$ cat config.mk
export PLATFORM = sky130hd
export DESIGN_NAME = onu_doze_ctrl
export DESIGN_NICKNAME = d
export VERILOG_FILES = /design/src/rtl/onu_doze_pkg.sv /design/src/rtl/onu_doze_satcnt.sv /design/src/rtl/onu_doze_fsm.sv /design/src/rtl/onu_doze_resid.sv /design/src/rtl/onu_doze_ctrl.sv
export SDC_FILE = /design/constraint.sdc
export NUM_CORES = 1
export LEC_CHECK = 0
export CAP_MARGIN = 30
export CORE_UTILIZATION = 57
export DETAILED_ROUTE_END_ITERATION = 6
export PLACE_DENSITY = 0.86
export SKIP_CTS_REPAIR_TIMING = 1
export SLEW_MARGIN = 10
export SYNTH_ARGS = -nofsm -noshare
export SYNTH_HDL_FRONTEND = slang
export SYNTH_SLANG_ARGS = --single-unit
$ cat constraint.sdc
create_clock -name clk -period 4.94 [get_ports clk]
set_input_delay 0.988 -clock clk [delete_from_list [all_inputs] [get_ports clk]]
set_output_delay 0.988 -clock clk [all_outputs]
set_load 0.01 [all_outputs]
$ cat src/rtl/onu_doze_pkg.sv
package onu_doze_pkg;

    typedef enum logic [1:0] {
        ST_ACTIVE = 2'd0,
        ST_DOZE   = 2'd1,
        ST_QUIET  = 2'd2,
        ST_RESUME = 2'd3
    } doze_st_e;

    localparam int unsigned N_STATES = 4;

    typedef struct packed {
        logic pwr_en;
        logic hold;
    } rail_ctl_t;

    // Phase length in cycles, rounded up so a phase never runs short.
    function automatic int unsigned ns_to_cycles(int unsigned mhz, int unsigned ns);
        return (mhz * ns + 999) / 1000;
    endfunction

    function automatic doze_st_e next_phase(doze_st_e s);
        case (s)
            ST_ACTIVE: return ST_DOZE;
            ST_DOZE:   return ST_QUIET;
            ST_QUIET:  return ST_RESUME;
            default:   return ST_ACTIVE;
        endcase
    endfunction

    function automatic rail_ctl_t rail_of(doze_st_e s);
        rail_ctl_t r;
        r.pwr_en = (s != ST_QUIET);
        r.hold   = (s != ST_ACTIVE);
        return r;
    endfunction

endpackage

$ cat src/rtl/onu_doze_satcnt.sv
module onu_doze_satcnt #(
    parameter int W = 32
) (
    input  logic         clk,
    input  logic         rst,
    input  logic         clr,
    input  logic         inc,
    output logic [W-1:0] cnt
);
    localparam logic [W-1:0] TOP = {W{1'b1}};

    always_ff @(posedge clk) begin
        if (rst || clr)
            cnt <= '0;
        else if (inc && cnt != TOP)
            cnt <= cnt + 1'b1;
    end
endmodule

$ cat src/rtl/onu_doze_fsm.sv
module onu_doze_fsm
    import onu_doze_pkg::*;
#(
    parameter int unsigned SLEEP_CYC = 360,
    parameter int unsigned LPI_CYC   = 4960,
    parameter int unsigned WAKE_CYC  = 560
) (
    input  logic     clk,
    input  logic     rst,
    input  logic     req,
    output doze_st_e state,
    output logic     drop
);
    localparam int unsigned MAX_SW = (SLEEP_CYC > WAKE_CYC) ? SLEEP_CYC : WAKE_CYC;
    localparam int unsigned MAX_CYC = (LPI_CYC > MAX_SW) ? LPI_CYC : MAX_SW;
    localparam int TW = $clog2(MAX_CYC + 1);

    logic [TW-1:0] tmr;
    logic [TW-1:0] last;

    always_comb begin
        case (state)
            ST_DOZE:   last = TW'(SLEEP_CYC - 1);
            ST_QUIET:  last = TW'(LPI_CYC - 1);
            ST_RESUME: last = TW'(WAKE_CYC - 1);
            default:   last = '0;
        endcase
    end

    always_ff @(posedge clk) begin
        if (rst) begin
            state <= ST_ACTIVE;
            tmr   <= '0;
        end else if (state == ST_ACTIVE) begin
            tmr <= '0;
            if (req)
                state <= ST_DOZE;
        end else if (tmr == last) begin
            tmr   <= '0;
            state <= next_phase(state);
        end else begin
            tmr <= tmr + 1'b1;
        end
    end

    assign drop = req && (state != ST_ACTIVE);
endmodule

$ cat src/rtl/onu_doze_resid.sv
module onu_doze_resid
    import onu_doze_pkg::*;
#(
    parameter int CNT_W = 32
) (
    input  logic                               clk,
    input  logic                               rst,
    input  logic                               clr,
    input  doze_st_e                           state,
    output logic [N_STATES-1:0][CNT_W-1:0]     res
);
    for (genvar i = 0; i < N_STATES; i++) begin : g_res
        onu_doze_satcnt #(.W(CNT_W)) cnt_i (
            .clk (clk),
            .rst (rst),
            .clr (clr),
            .inc (state == doze_st_e'(i)),
            .cnt (res[i])
        );
    end
endmodule

$ cat src/rtl/onu_doze_ctrl.sv
module onu_doze_ctrl
    import onu_doze_pkg::*;
#(
    parameter int unsigned CLK_MHZ  = 125,
    parameter int unsigned SLEEP_NS = 2880,
    parameter int unsigned LPI_NS   = 39680,
    parameter int unsigned WAKE_NS  = 4480,
    parameter int          CNT_W    = 32,
    parameter int          DROP_W   = 16
) (
    input  logic              clk,
    input  logic              rst,
    input  logic              hdr_valid,
    input  logic              hdr_sleep,
    input  logic              stats_clr,
    output logic [1:0]        state_code,
    output logic              pwr_en,
    output logic              traffic_hold,
    output logic [CNT_W-1:0]  res_active,
    output logic [CNT_W-1:0]  res_sleep,
    output logic [CNT_W-1:0]  res_lpi,
    output logic [CNT_W-1:0]  res_wake,
    output logic [DROP_W-1:0] drop_cnt
);
    localparam int unsigned SLEEP_CYC = ns_to_cycles(CLK_MHZ, SLEEP_NS);
    localparam int unsigned LPI_CYC   = ns_to_cycles(CLK_MHZ, LPI_NS);
    localparam int unsigned WAKE_CYC  = ns_to_cycles(CLK_MHZ, WAKE_NS);

    doze_st_e  st;
    logic      req;
    logic      drop;
    rail_ctl_t rail;
    logic [N_STATES-1:0][CNT_W-1:0] res;

    assign req = hdr_valid && hdr_sleep;

    onu_doze_fsm #(
        .SLEEP_CYC (SLEEP_CYC),
        .LPI_CYC   (LPI_CYC),
        .WAKE_CYC  (WAKE_CYC)
    ) fsm_i (
        .clk   (clk),
        .rst   (rst),
        .req   (req),
        .state (st),
        .drop  (drop)
    );

    onu_doze_resid #(.CNT_W(CNT_W)) resid_i (
        .clk   (clk),
        .rst   (rst),
        .clr   (stats_clr),
        .state (st),
        .res   (res)
    );

    onu_doze_satcnt #(.W(DROP_W)) drop_i (
        .clk (clk),
        .rst (rst),
        .clr (stats_clr),
        .inc (drop),
        .cnt (drop_cnt)
    );

    assign rail         = rail_of(st);
    assign pwr_en       = rail.pwr_en;
    assign traffic_hold = rail.hold;
    assign state_code   = st;
    assign res_active   = res[ST_ACTIVE];
    assign res_sleep    = res[ST_DOZE];
    assign res_lpi      = res[ST_QUIET];
    assign res_wake     = res[ST_RESUME];
endmodule

==> flow_summary.ini <==
[grt]
grt_pass1_wl_um = 33600
grt_pass1_vias = 7097
antenna_found_initial = 1
grt.overflow.total = 0
grt_use_total_pct = 28.15
grt_max_degree = 83

[logic_synthesis]
ys_warn_count = 0
synthAdderAreaFrac_pct = 1.551
synth_top_family_by_area = simple AND/OR/NAND/NOR gates
yosysTopAreaCellShare_pct = 39.47
synth_cells = 969
synthSimpleGateAreaFrac_pct = 31.46
ys.flop_type = dfxtp_1
synth_area_leaders = dfxtp_1, xnor2_1, nor2_1
synth_area_leader_cell = dfxtp_1
async_flop_share_pct = 0
synth_compound_area_share_pct = 15.79
yosys_register_bits = 159
yosysUniqueCellTypes = 61
muxShareOfSynthArea_pct = 0.7446
synth_nets = 984
synth-xor-area-share_pct = 7.710
synth_area_um2 = 8065
synth_edf_count = 0
ys_seq_area_share_pct = 39.47
synth_area_per_cell_um2 = 8.323

[routing]
vias = 8053
initialDrtViolationCount = 678
drtAntennaViolNets = 0
drtPass1Iterations = 5
via_per_inst = 6.223
wire_per_inst_um = 15.79
drcViolationCount = 0
wirelength_um = 20430

[cts]
cts-buffers-inserted = 17
htreeDepth = 4
cts_tree = built
cts.clk_slew.worst_paths_ns = 0.06
insertion_delay_ns = 0.42
cts_sinks = 159
clock_path_buffers = 2
clockRootBuffer = clkbuf_16

[pwr]
power_frac_clock_pct = 52.7
seqPwrFrac_pct = 44.8
p_sw_share_pct = 20.63
leakagePower_nw = 3.148
combPwrFrac_pct = 2.5
power_density_nw_per_um2 = 278.1
ir_worst_vdd_mv = 0.2324
internal_power_mw = 2.285
power_switching_uw = 594.0

[setup_path]
cp-start-kind = flop
crit_path_end_kind = primary output
worstPathRequired_ns = 3.95
worst-setup-path-type = flop to primary output
critical_path.max_fanout = 12
ff2ff_setup_slack_ns = 2.22
r2r_cells = 7
arrival_ns = 2.08

[finish]
drive_gt1_share_pct = 5.386
nets = 1116
num_antenna_cells = 0
final_util_pct = 74.89
final_common_cell = dfxtp_1
area_delta_synth_final_pct = 28.39
final_cell_mix = dfxtp_1, clkdlybuf4s50_1, nor2_1

[sta]
finClkSkew_ns = 0.007828
max_slew_margin_pct = 34.99
period_minus_slack_ns = 3.068
hold_viol = 0
worstMarginPinSlew_ns = 0.9728
drv_slew = 0
tns_ns = 0
setup_viol = 0
rsz0062_at_grt = false
period_share_pct = 62.10
timing.fmax_mhz = 326.0

[placed_design]
portBuffers = 152
dp_hpwl_um = 14070
place.gp.congestion = 0.8515

[worst_hold_path]
min_path_cells = 1
hold_class = flop to flop

[status]
outcome = completed

[floorplan]
ios = 153
coreArea_um2 = 13830
start_util_pct = 58.33
rows = 43
die_x_um = 121.0
dieArea_um2 = 14630
die-height_um = 121.0

[flow_run]
drv_cap = 0
[synthesized netlist by cell type (3+ instances only)]
library cell  number
xor2_1            19
o21ai_1           15
o31a_1             3
nor4_1            14
nor4_2             4
and2_1             8
and4_1            24
clkbuf_1          34
a2111oi_0          8
o21a_1             4
o31ai_1           18
and3_1            15
a311oi_1           3
nor2_1            96
or2_2              4
a31oi_1            7
mux2i_1            6
o21ai_0           32
ha_1              10
or3_1             46
inv_1             22
a211oi_1          14
nor3_1            19
a41o_1             3
a31o_2             3
a21oi_1           59
dfxtp_1          159
nand3_1           62
o211ai_1          14
nand4_1           38
or4_1             28
nand2_1           83
buf_2              4
xnor2_1           52
[cell type report]
cell class | count | area, µm²
Multi-Input combinational cell | 745 | 4628
Fill cell | 1050 | 3472
Sequential cell | 159 | 3183
Timing Repair Buffer | 156 | 1549
Clock buffer | 19 | 452.9
Clock inverter | 13 | 234.0
Tap cell | 180 | 225.2
Inverter | 22 | 82.58
[power by group through the flow]
stage	sequential (mW)	clock [mW]	combinational (mW)
global route	1.29	1.59	0.0785
floorplan	1.32	0	0.0471
finish	1.29	1.52	0.0713
detailed placement	1.32	0	0.0714
global placement	1.32	0	0.0708
CTS	1.29	1.53	0.0715
[worst max-delay path, stage by stage (launching register included)]
cell,delay [ns]
dfxtp_1,0.44
inv_1,0.11
ha_1,0.34
inv_1,0.21
clkdlybuf4s50_1,0.56
[per-layer routing]
metal	up-vias	GRT usage, %	routed length, µm	share of wire [%]
li1	3881	-	-	-
met4	0	9.954	431	2.1
met3	45	5.874	1215	5.9
met1	3816	36.63	9043	44
met5	-	0	0	0
met2	311	46.00	9741	48
[state kept, by name, indices dropped and copies added (netlist names)]
signal	count
drop_i.cnt	16
fsm_i.tmr	13
fsm_i.state	2
resid_i.g_res.cnt_i.cnt	128
[final timing paths]
check                 start                        endpoint
max          fsm_i.state[0]                    traffic_hold
min            fsm_i.tmr[0]                    fsm_i.tmr[0]
max reg2reg  fsm_i.state[0]  resid_i.g_res[2].cnt_i.cnt[27]
min reg2reg    fsm_i.tmr[0]                    fsm_i.tmr[0]
[cell families (layout without fill, tap and decap cells)]
logic type	Yosys count	count (layout)
simple gates	462	462
compound gates	196	196
flops	159	159
xor+xnor	71	71
buf+inv	65	210
fa+ha+maj	10	10
mux	6	6
[stage by stage]
stage / hold slack (ns) / instance area [µm²] / setup WS, ns / cells / total power [mW]
after floorplan: 0.4260 / 8065 / 2.567 / 969 / 1.365
after global placement: 0.4383 / 9663 / 1.623 / 1261 / 1.389
after detailed placement: 0.4458 / 9663 / 1.594 / 1261 / 1.390
after CTS: 0.4600 / 10350 / 1.858 / 1293 / 2.896
after global routing: 0.4794 / 10350 / 1.799 / 1294 / 2.961
final: 0.4589 / 10350 / 1.872 / 1294 / 2.879
Power figures use the tool's default switching activity.
